### src/rtl/fifo_rt.sv
module fifo_rt #(
  parameter int W  = 36,
  parameter int AW = 4
) (
  input  logic          clk,
  input  logic          mrst_n,
  input  logic          prst_rt_n,
  input  logic          rt_mode,
  input  logic [AW:0]   ae_off_in,
  input  logic [AW:0]   af_off_in,
  input  logic          wr_en,
  input  logic [W-1:0]  wr_data,
  input  logic          rd_en,
  output logic [W-1:0]  rd_data,
  output logic          full,
  output logic          empty,
  output logic          almost_full,
  output logic          almost_empty
);
  localparam int DEPTH = 1 << AW;
  localparam logic [AW:0] DEPTH_V = (AW+1)'(DEPTH);

  logic [W-1:0] mem [DEPTH];
  logic [AW:0]  wp, rp, cnt, ae_cfg, af_cfg;

  wire soft_clr = mrst_n && !prst_rt_n && !rt_mode;
  wire rewind   = mrst_n && !prst_rt_n &&  rt_mode;
  wire run      = mrst_n &&  prst_rt_n;
  wire do_wr    = run && wr_en && !full;
  wire do_rd    = run && rd_en && !empty;

  assign cnt          = wp - rp;
  assign empty        = cnt == '0;
  assign full         = cnt == DEPTH_V;
  assign almost_empty = cnt <= ae_cfg;
  assign almost_full  = (DEPTH_V - cnt) <= af_cfg;

  always_ff @(posedge clk) begin
    if (!mrst_n) begin
      wp      <= '0;
      rp      <= '0;
      rd_data <= '0;
      ae_cfg  <= ae_off_in;
      af_cfg  <= af_off_in;
    end else if (soft_clr) begin
      wp      <= '0;
      rp      <= '0;
      rd_data <= '0;
    end else if (rewind) begin
      rp <= '0;
    end else begin
      if (do_wr) wp <= wp + 1'b1;
      if (do_rd) begin
        rp      <= rp + 1'b1;
        rd_data <= mem[rp[AW-1:0]];
      end
    end
  end

  always_ff @(posedge clk)
    if (do_wr) mem[wp[AW-1:0]] <= wr_data;

endmodule

### config.mk
export PLATFORM = sky130hd
export DESIGN_NAME = fifo_rt
export DESIGN_NICKNAME = d
export VERILOG_FILES = /design/src/rtl/fifo_rt.sv
export SDC_FILE = /design/constraint.sdc
export NUM_CORES = 1
export LEC_CHECK = 0
export BUFFER_PORTS_ARGS = -buffer_cell sky130_fd_sc_hd__buf_2
export CAP_MARGIN = 20
export CORE_MARGIN = 2
export CORE_UTILIZATION = 50
export DETAILED_ROUTE_END_ITERATION = 6
export PLACE_DENSITY_LB_ADDON = 0.1
export RECOVER_POWER = 100
export SLEW_MARGIN = 5
export SYNTH_ARGS = -nofsm -noshare
export SYNTH_HDL_FRONTEND = slang
export SYNTH_SLANG_ARGS = --single-unit
export TNS_END_PERCENT = 50
### constraint.sdc
create_clock -name clk -period 7.4 [get_ports clk]
set_input_delay 1.48 -clock clk [delete_from_list [all_inputs] [get_ports clk]]
set_output_delay 1.48 -clock clk [all_outputs]
set_load 0.005 [all_outputs]
==> flow_summary.json, run 1 <==
{
  "synthToLayoutAreaGrowth_pct": 13.1,
  "critPathSlowestCell": "nor2_1",
  "ctsRootBufferMaster": "clkbuf_16",
  "vdd.ir_drop.worst_v": 0.000194,
  "synth_cells": 1298,
  "num_vias": 11900,
  "cts_buffer_depth": 3,
  "max_stage_delay_ns": 2.07,
  "die_w_um": 225,
  "fill_cells": 3646,
  "slew_headroom_pct": -110,
  "grt_antenna_before_repair": 0,
  "hold_slack_ns": 0.459,
  "status": "finished with violations",
  "ios": 92,
  "dpl-instance-area_mm2": 0.0256,
  "p_leak_uw": 0.00851,
  "wl_per_cell_um": 24.9,
  "yosys_register_bits": 632,
  "h-tree-depth": 3,
  "rsz0062_at_grt": "no",
  "synth_ff_type": "edfxtp_1",
  "gp_congestion": 0.750,
  "cts.repair.resized": 0,
  "synth-edff-count": 586,
  "hold_viol": 0,
  "crit_path_end_kind": "flop",
  "min_path_type": "flop to flop",
  "initial_core_util_pct": 50.9,
  "clkLatencyLatePin_ns": 0.59,
  "fin_skew_ns": 0.0290,
  "synth_nets": 1373,
  "tightestPinTransition_ns": 3.15,
  "vias_per_cell": 5.73,
  "startpoint_type": "flop",
  "clk_pin_slew_ns": 0.06,
  "antennaDiodeCount": 0,
  "antenna_left": 0,
  "drv_slew": 490,
  "post_synth_num_cell_types": 38,
  "finalSetupViolCount": 0,
  "layout.nets": 1490,
  "drv_cap": 17,
  "fp.dieH_um": 225,
  "critPathBufInv": 3,
  "arrival_ns": 6.34,
  "min_period_ns": 6.10,
  "max_freq_mhz": 164,
  "async_flop_share_pct": 0,
  "cts_tree": "done",
  "ys_seq_area_share_pct": 75.9,
  "path_cells": "inv_1 -> fa_1 -> inv_1 -> ha_1 -> nor3b_1 -> ha_1 -> and4b_1 -> nand2_1 -> nor2_1 -> buf_4",
  "grt_pass1_vias": 12300,
  "final_cell_area_mm2": 0.0276,
  "drcViolationCount": 0,
  "avgSynthCellArea_um2": 18.8,
  "drive_gt1_share_pct": 15.3,
  "design.die.area_mm2": 0.0505,
  "dp_hpwl_um": 27500,
  "postCtsSetupRepairBufs": 0,
  "yosys_warnings": 0,
  "rows": 80,
  "grt_overflow": 0,
  "cts_hold_buffers": 0,
  "drt_pass1_iterations": 5,
  "grt_usage_pct": 20.9,
  "cts_buffers": 67,
  "path_class": "flop to flop",
  "syn-cell-area_mm2": 0.0244,
  "grt_max_degree": 83,
  "grt_pass1_wl_um": 77200,
  "setup-tns-final_ns": 0,
  "worst-path-max-fanout": 42,
  "finalCritPeriodShare_pct": 82.4,
  "path_delay_family": "simple AND/OR/NAND/NOR gates",
  "wl_um": 51800,
  "core_mm2": 0.0479,
  "portBuffers": 91,
  "clock_sinks": 632,
  "drt_iter0_drc": 919,
  "worstPathRequired_ns": 7.64,
  "violations": "capacitance limit, slew limit",
  "powerDensity_mw_per_mm2": 273
}
power breakdown:
group	total [uW]	switching, uW	internal, uW
clock network	3340	1320	2020
registers	3950	19.7	3930
logic	237	150	87.5
total	7520	1490	6030
metrics by stage:
stage	total power (uW)	setup WS [ns]	util, %	instances
floorplan	4150	1.83	-	1298
CTS	7590	1.90	57.9	2080
global route	7740	0.847	57.5	2081
global placement	4260	2.53	53.3	1959
finish	7520	1.30	57.5	2081
detailed placement	4270	2.52	53.3	1960
cell type report:
class | count | area (um2) | share of cell area, %
clock inverters | 28 | 327 | 1.18
inverters | 17 | 63.8 | 0.231
clock buffers | 92 | 1870 | 6.78
repair buffers | 119 | 577 | 2.09
well taps | 615 | 769 | 2.79
flip-flops and latches | 632 | 18500 | 67.2
multi-input cells | 578 | 5450 | 19.8
worst paths after layout:
kind / start / endpoint / slack, ns / depth (start not counted)
max reg2reg: rp[1]$_SDFFE_PP0P_ / mem[4][23]$_DFFE_PP_ / 1.30 / 10
max: rp[1]$_SDFFE_PP0P_ / mem[4][23]$_DFFE_PP_ / 1.30 / 10
min: rd_data[26]$_SDFFE_PP0P_ / rd_data[26]$_SDFFE_PP0P_ / 0.46 / 2
min reg2reg: rd_data[26]$_SDFFE_PP0P_ / rd_data[26]$_SDFFE_PP0P_ / 0.46 / 2
logic make-up after synthesis:
family | count (synthesis) | share of synthesized area, %
fa+ha+maj | 23 | 1.21
flops | 632 | 75.9
compound gates | 158 | 4.06
buf+inv | 88 | 1.96
simple gates | 131 | 2.26
mux | 252 | 14.1
xor+xnor | 14 | 0.503
synthesized netlist by cell type (2+ instances only):
master,count,share of area (%)
nand3_1,3,0.062
nor3_1,4,0.082
o21a_1,4,0.12
buf_6,3,0.14
nand2_1,46,0.71
nor3b_1,2,0.062
edfxtp_1,586,72
o31ai_1,36,1.1
o21ai_1,36,0.74
inv_1,17,0.26
buf_1,2,0.031
mux2i_1,180,7.4
buf_12,2,0.16
buf_2,22,0.45
buf_8,2,0.12
nand2b_1,2,0.051
ha_1,22,1.1
mux4_1,2,0.22
a21oi_1,4,0.082
nor2_1,63,0.97
nor2b_1,4,0.10
xnor2_1,10,0.36
a21o_1,2,0.062
nand4_1,3,0.077
mux4_2,70,6.5
clkbuf_1,29,0.45
xor2_1,4,0.14
dfxtp_1,46,3.8
o22ai_1,73,1.9
buf_4,10,0.31
o21ai_0,2,0.041
routing by layer:
layer  share of wire, %  GRT usage [%]
met5                  0              0
met3                3.7           3.59
met2                 50           35.3
met4                2.5           5.30
met1                 44           28.4
cells in the final DEF, fill, tap and decap left out, types with 2 or more instances in the layout:
master       n
edfxtp_1   586
mux2i_1    180
clkbuf_1    91
o22ai_1     73
mux4_2      70
clkbuf_16   68
nor2_1      57
nand2_1     46
dfxtp_1     42
o21ai_0     36
o31ai_1     36
buf_2       27
ha_1        22
inv_1       17
buf_4       12
xnor2_1     10
clkinv_2     9
clkbuf_8     8
clkinv_1     8
bufinv_16    7
nor2_4       6
a21oi_1      4
xor2_1       4
nor2b_1      4
o21a_1       4
nor3_1       3
nand3_2      3
nand4_1      3
buf_12       3
dfxtp_4      3
a21o_1       2
nor3b_1      2
nand2b_1     2
o21ai_1      2
mux4_1       2
clkbuf_2     2
tightest hold or removal path: stages (launching register included):
cell,delay [ns]
dfxtp_1,0.31
nand2_1,0.05
o21ai_0,0.06
state kept, by name, summed over array words and instances (netlist names):
| name | cells |
|---|---|
| ae_cfg | 5 |
| af_cfg | 5 |
| mem | 576 |
| rd_data | 36 |
| rp | 5 |
| wp | 5 |
Power figures use the tool's default switching activity.
==> run 2, diff against run 1 <==
--- a/config.mk
+++ b/config.mk
@@ -5,6 +5,7 @@
 export SDC_FILE = /design/constraint.sdc
 export NUM_CORES = 1
 export LEC_CHECK = 0
+export ABC_AREA = 1
 export BUFFER_PORTS_ARGS = -buffer_cell sky130_fd_sc_hd__buf_2
 export CAP_MARGIN = 20
 export CORE_MARGIN = 2
==> constraint.sdc (replaced) <==
create_clock -name clk -period 5.2 [get_ports clk]
set_input_delay 1.04 -clock clk [delete_from_list [all_inputs] [get_ports clk]]
set_output_delay 1.04 -clock clk [all_outputs]
set_load 0.005 [all_outputs]
==> run 2 against run 1 <==
Effect of this change:
- the flow still finishes with violations (capacitance limit, slew limit)
- sequential share of layout area is 5.8 points lower
- register-to-register slack got worse by 0.75 ns
- wire length rose by 24%
- worst hold slack gained 0.050 ns
- flip-flop and latch count stayed put
- critical path depth up 3
- largest cell class unchanged
==> flow_summary.json, run 2 <==
{
  "synth_ff_type": "edfxtp_1",
  "vdd.ir_drop.worst_v": 0.000305,
  "antennaDiodeCount": 0,
  "wl_um": 64000,
  "powerDensity_mw_per_mm2": 356,
  "finalSetupViolCount": 0,
  "final_cell_area_mm2": 0.0302,
  "ios": 92,
  "hold_viol": 0,
  "drt_iter0_drc": 1234,
  "async_flop_share_pct": 0,
  "path_class": "flop to flop",
  "rows": 84,
  "finalCritPeriodShare_pct": 89.5,
  "p_leak_uw": 0.0124,
  "crit_path_end_kind": "flop",
  "yosys_register_bits": 632,
  "hold_slack_ns": 0.510,
  "dp_hpwl_um": 33400,
  "min_period_ns": 4.65,
  "synth_cells": 2562,
  "drive_gt1_share_pct": 6.99,
  "yosys-top-cells-area": "edfxtp_1, nand2_1, nand3_1",
  "ctsRootBufferMaster": "clkbuf_16",
  "clk_pin_slew_ns": 0.06,
  "largest_reg_flops": 576,
  "rsz0062_at_grt": "no",
  "synth_common_cells": "nand2_1, edfxtp_1, inv_1",
  "cts.repair.resized": 0,
  "drt_pass1_iterations": 5,
  "synth.most_common_cell": "nand2_1",
  "h-tree-depth": 3,
  "syn-cell-area_mm2": 0.0268,
  "drv_cap": 1,
  "grt_antenna_before_repair": 0,
  "status": "finished with violations",
  "fp.dieH_um": 235,
  "postCtsSetupRepairBufs": 0,
  "gp_congestion": 0.776,
  "setup-tns-final_ns": 0,
  "vias_per_cell": 5.21,
  "initial_core_util_pct": 50.7,
  "synth_top_area_share_pct": 65.8,
  "clock_sinks": 632,
  "fin_skew_ns": 0.0165,
  "grt_usage_pct": 23.4,
  "drcViolationCount": 0,
  "yosys_warnings": 0,
  "grt_pass1_wl_um": 100000,
  "synth-edff-count": 586,
  "num_vias": 17600,
  "cts_buffers": 70,
  "max_freq_mhz": 215,
  "portBuffers": 91,
  "synthToLayoutAreaGrowth_pct": 12.8,
  "slew_headroom_pct": -14.9,
  "die_w_um": 235,
  "synth_nets": 2637,
  "min_path_type": "flop to flop",
  "cts_tree": "done",
  "arrival_ns": 4.88,
  "worstPathRequired_ns": 5.43,
  "worst-path-max-fanout": 26,
  "drv_slew": 39,
  "final_cell_mix": "nand2_1, edfxtp_1, inv_1, nand3_1, a21oi_1",
  "synth_top_cell_by_area": "edfxtp_1",
  "clkLatencyLatePin_ns": 0.60,
  "antenna_left": 0,
  "mostFrequentLayoutCell": "nand2_1",
  "grt_max_degree": 194,
  "wl_per_cell_um": 18.9,
  "violations": "capacitance limit, slew limit",
  "power_uw": 10700,
  "ys_seq_area_share_pct": 69.2,
  "layout.nets": 2707,
  "post_synth_num_cell_types": 26,
  "cts_buffer_depth": 3,
  "grt_overflow": 0,
  "startpoint_type": "flop",
  "avgSynthCellArea_um2": 10.4,
  "cts_hold_buffers": 0,
  "design.die.area_mm2": 0.0554,
  "dpl-instance-area_mm2": 0.0280,
  "core_mm2": 0.0528,
  "grt_pass1_vias": 17400,
  "tightestPinTransition_ns": 1.72
}
[run 2: cell types whose count changed in the layout (fill, tap and decap cells not counted), sizes merged, moves of 4 or more]
cell,change
a21oi,+80
nand2,+739
nand3,+395
bufinv,-4
o22ai,-73
o31ai,-36
buf,+17
inv,+415
xnor2,-10
o21ai,-30
nor2b,-4
mux2i,-180
mux4,-72
[run 2: worst paths after layout]
check | from | end | slack [ns] | cells past startpoint
worst max-delay path | wp[0]$_SDFFE_PP0P_ | mem[4][2]$_DFFE_PP_ | 0.55 | 13
worst min-delay path | wp[0]$_SDFFE_PP0P_ | wp[0]$_SDFFE_PP0P_ | 0.51 | 1
worst max register to register | wp[0]$_SDFFE_PP0P_ | mem[4][2]$_DFFE_PP_ | 0.55 | 13
worst min register to register | wp[0]$_SDFFE_PP0P_ | wp[0]$_SDFFE_PP0P_ | 0.51 | 1
[run 2: metrics by stage]
step / std cells / utilization (%) / setup slack [ns]
after global placement: 3247 / 53.1 / 1.33
after floorplan: 2562 / - / 0.809
after detailed placement: 3247 / 53.1 / 1.30
final: 3378 / 57.2 / 0.548
after CTS: 3377 / 57.4 / 0.693
after global routing: 3378 / 57.2 / 0.268
[run 2: cell families (layout without fill, tap and decap cells)]
kind of cell,Yosys count,in the layout,share of synthesized area [%]
AND/OR/NAND/NOR,1249,1249,19.5
flip-flops,632,632,69.2
buffers and inverters,555,683,8.17
AO/OA/AOI/OAI,98,98,1.90
adder cells (fa/ha/maj),23,23,1.10
XOR/XNOR,5,5,0.164
[run 2: cell type report]
class                   count  area [um2]
clock buffers             104        2030
clock inverters            26         210
fillers                  4503       22600
inverters                 431        1630
multi-input cells        1375        6160
flip-flops and latches    632       18500
well taps                 688         861
repair buffers            122         753
[run 2: critical path: stages, from the launching register on]
cell      delay (ns)
dfxtp_1         0.35
inv_1           0.14
ha_1            0.17
inv_1           0.06
fa_1            0.40
a21oi_1         0.15
o21bai_1        0.09
xor2_1          0.22
inv_1           0.11
ha_1            0.23
nor3_1          0.75
nand2_1         0.46
nor2_4          0.46
clkbuf_4        0.65
[run 2: layer usage]
metal  track usage [%]  part of all wire, %  routed length, um
met1              31.1                   44              28000
met2              40.5                   50              31900
met3              3.32                  4.2               2710
met4              6.54                  2.3               1460
met5                 0                    0                  0
[run 2: power breakdown]
part	internal, uW	switching [uW]
Combinational	84.3	223
Clock	2860	1960
Sequential	5590	18.8
==> run 3, diff against run 2 <==
--- a/config.mk
+++ b/config.mk
@@ -6,13 +6,14 @@
 export NUM_CORES = 1
 export LEC_CHECK = 0
 export ABC_AREA = 1
-export BUFFER_PORTS_ARGS = -buffer_cell sky130_fd_sc_hd__buf_2
-export CAP_MARGIN = 20
+export CAP_MARGIN = 10
 export CORE_MARGIN = 2
 export CORE_UTILIZATION = 50
 export DETAILED_ROUTE_END_ITERATION = 6
+export DONT_BUFFER_PORTS = 1
 export PLACE_DENSITY_LB_ADDON = 0.1
 export RECOVER_POWER = 100
+export SETUP_SLACK_MARGIN = 0.15
 export SLEW_MARGIN = 5
 export SYNTH_ARGS = -nofsm -noshare
 export SYNTH_HDL_FRONTEND = slang
==> run 3 against run 2 <==
Effect of this change:
- the run now ends clean
- cell count shrank 2.8%
- register-to-register slack gained 0.14 ns
- wire length grew 1.4%
- highest routed layer unchanged
==> flow_summary.json, run 3 (synthesis results as in run 2) <==
{
  "die_w_um": 235,
  "gp_congestion": 0.806,
  "holdPathStages": 1,
  "worstPathRequired_ns": 5.42,
  "vias_per_cell": 5.25,
  "cts_buffer_depth": 3,
  "clkLatencyLatePin_ns": 0.60,
  "crit_path_end_kind": "flop",
  "grt_usage_pct": 23.6,
  "powerDensity_mw_per_mm2": 355,
  "max_stage_delay_ns": 0.74,
  "grt_pass1_wl_um": 100000,
  "largest_reg_flops": 576,
  "wl_per_cell_um": 19.7,
  "drv_cap": 0,
  "critPathSlowestCell": "nor3_1",
  "cts_hold_buffers": 0,
  "min_path_type": "flop to flop",
  "clock_sinks": 632,
  "drv_slew": 0,
  "path_depth": 13,
  "core_mm2": 0.0528,
  "drive_gt1_share_pct": 6.16,
  "antenna_left": 0,
  "critPathBufInv": 4,
  "drcViolationCount": 0,
  "ff2ff_path_depth": 13,
  "initial_core_util_pct": 50.7,
  "antennaDiodeCount": 0,
  "num_vias": 17300,
  "fin_ws_ns": 0.685,
  "tightestPinTransition_ns": 1.29,
  "h-tree-depth": 3,
  "grt_pass1_vias": 16800,
  "rows": 84,
  "drt_iter0_drc": 1438,
  "path_delay_family": "simple AND/OR/NAND/NOR gates",
  "rsz0062_at_grt": "no",
  "mostFrequentLayoutCell": "nand2_1",
  "setup-tns-final_ns": 0,
  "cts.repair.resized": 0,
  "path_class": "flop to flop",
  "p_leak_uw": 0.0121,
  "hold_viol": 0,
  "final_cell_mix": "nand2_1, edfxtp_1, inv_1, nand3_1, a21oi_1",
  "path_cells": "inv_1 -> ha_1 -> inv_1 -> fa_1 -> inv_1 -> ha_1 -> nand3_1 -> nor2_1 -> ha_1 -> nor3_1 -> nand2_1 -> nor2_4 -> clkbuf_4",
  "grt_antenna_before_repair": 0,
  "max_freq_mhz": 221,
  "finalCritPeriodShare_pct": 86.8,
  "vdd.ir_drop.worst_v": 0.000340,
  "cts_buffers": 69,
  "postCtsSetupRepairBufs": 0,
  "pre_cts_ws_ns": 1.28,
  "startpoint_type": "flop",
  "fin_skew_ns": 0.0167,
  "portBuffers": 0,
  "drt_pass1_iterations": 5,
  "grt_max_degree": 210,
  "design.die.area_mm2": 0.0554,
  "grt_overflow": 0,
  "slew_headroom_pct": 13.8,
  "synthToLayoutAreaGrowth_pct": 10.9,
  "worst-path-max-fanout": 32,
  "ctsRootBufferMaster": "clkbuf_16",
  "status": "finished, final reports clean",
  "layout.nets": 2617,
  "fp.dieH_um": 235,
  "cts_tree": "done",
  "arrival_ns": 4.73,
  "dp_hpwl_um": 35000,
  "fill_cells": 4466,
  "wl_um": 64800,
  "clk_pin_slew_ns": 0.06,
  "ios": 92,
  "finalSetupViolCount": 0,
  "min_period_ns": 4.52
}
==> run 3: changes by cell type in the layout (fill, tap and decap cells not counted), moves of 4 or more <==
| cell | delta |
|---|---|
| clkbuf_16 | -4 |
| clkinv_1 | -5 |
| clkinv_2 | +5 |
| buf_4 | +5 |
| clkbuf_1 | -61 |
| buf_2 | -32 |
==> run 3: power breakdown <==
part	internal [uW]	switching [uW]	total (uW)
clock	2750	1960	4700
combinational	65.6	146	212
sequential	5590	21.6	5610
==> run 3: layout make-up <==
class                           instances  area [um2]  area share, %
Clock buffer                           95        1890           6.35
Timing Repair Buffer                   33         353           1.19
Inverter                              431        1630           5.48
Sequential cell                       632       18500           62.4
Tap cell                              688         861           2.90
Clock inverter                         31         279          0.940
Multi-Input combinational cell       1375        6160           20.7
==> run 3: layer usage <==
layer  wire, um  global-route usage (%)  vias up  share of wire, %
met5          0                       0        -                 0
met4       1580                    7.14        0               2.4
met3       4180                    4.21      102               6.4
met2      31000                    38.7      542                48
met1      28100                    32.5     8304                43
li1           -                       -     8309                 -
==> run 3: path summary, 6_finish.rpt <==
check | to | slack, ns | from
worst max register to register | mem[5][9]$_DFFE_PP_ | 0.68 | wp[0]$_SDFFE_PP0P_
worst min-delay path | wp[0]$_SDFFE_PP0P_ | 0.52 | wp[0]$_SDFFE_PP0P_
worst min register to register | wp[0]$_SDFFE_PP0P_ | 0.52 | wp[0]$_SDFFE_PP0P_
worst max-delay path | mem[5][9]$_DFFE_PP_ | 0.68 | wp[0]$_SDFFE_PP0P_
==> run 3: through the flow <==
step	power (uW)	utilization (%)	hold slack [ns]	instance area [um2]	std cells
2_1_floorplan	5860	-	0.463	26800	2562
3_3_place_gp	5930	52.2	0.478	27600	3159
3_5_place_dp	5930	52.2	0.507	27600	3159
4_1_cts	10600	56.3	0.495	29700	3285
5_1_grt	10800	56.3	0.497	29700	3285
6_report	10500	56.3	0.515	29700	3285
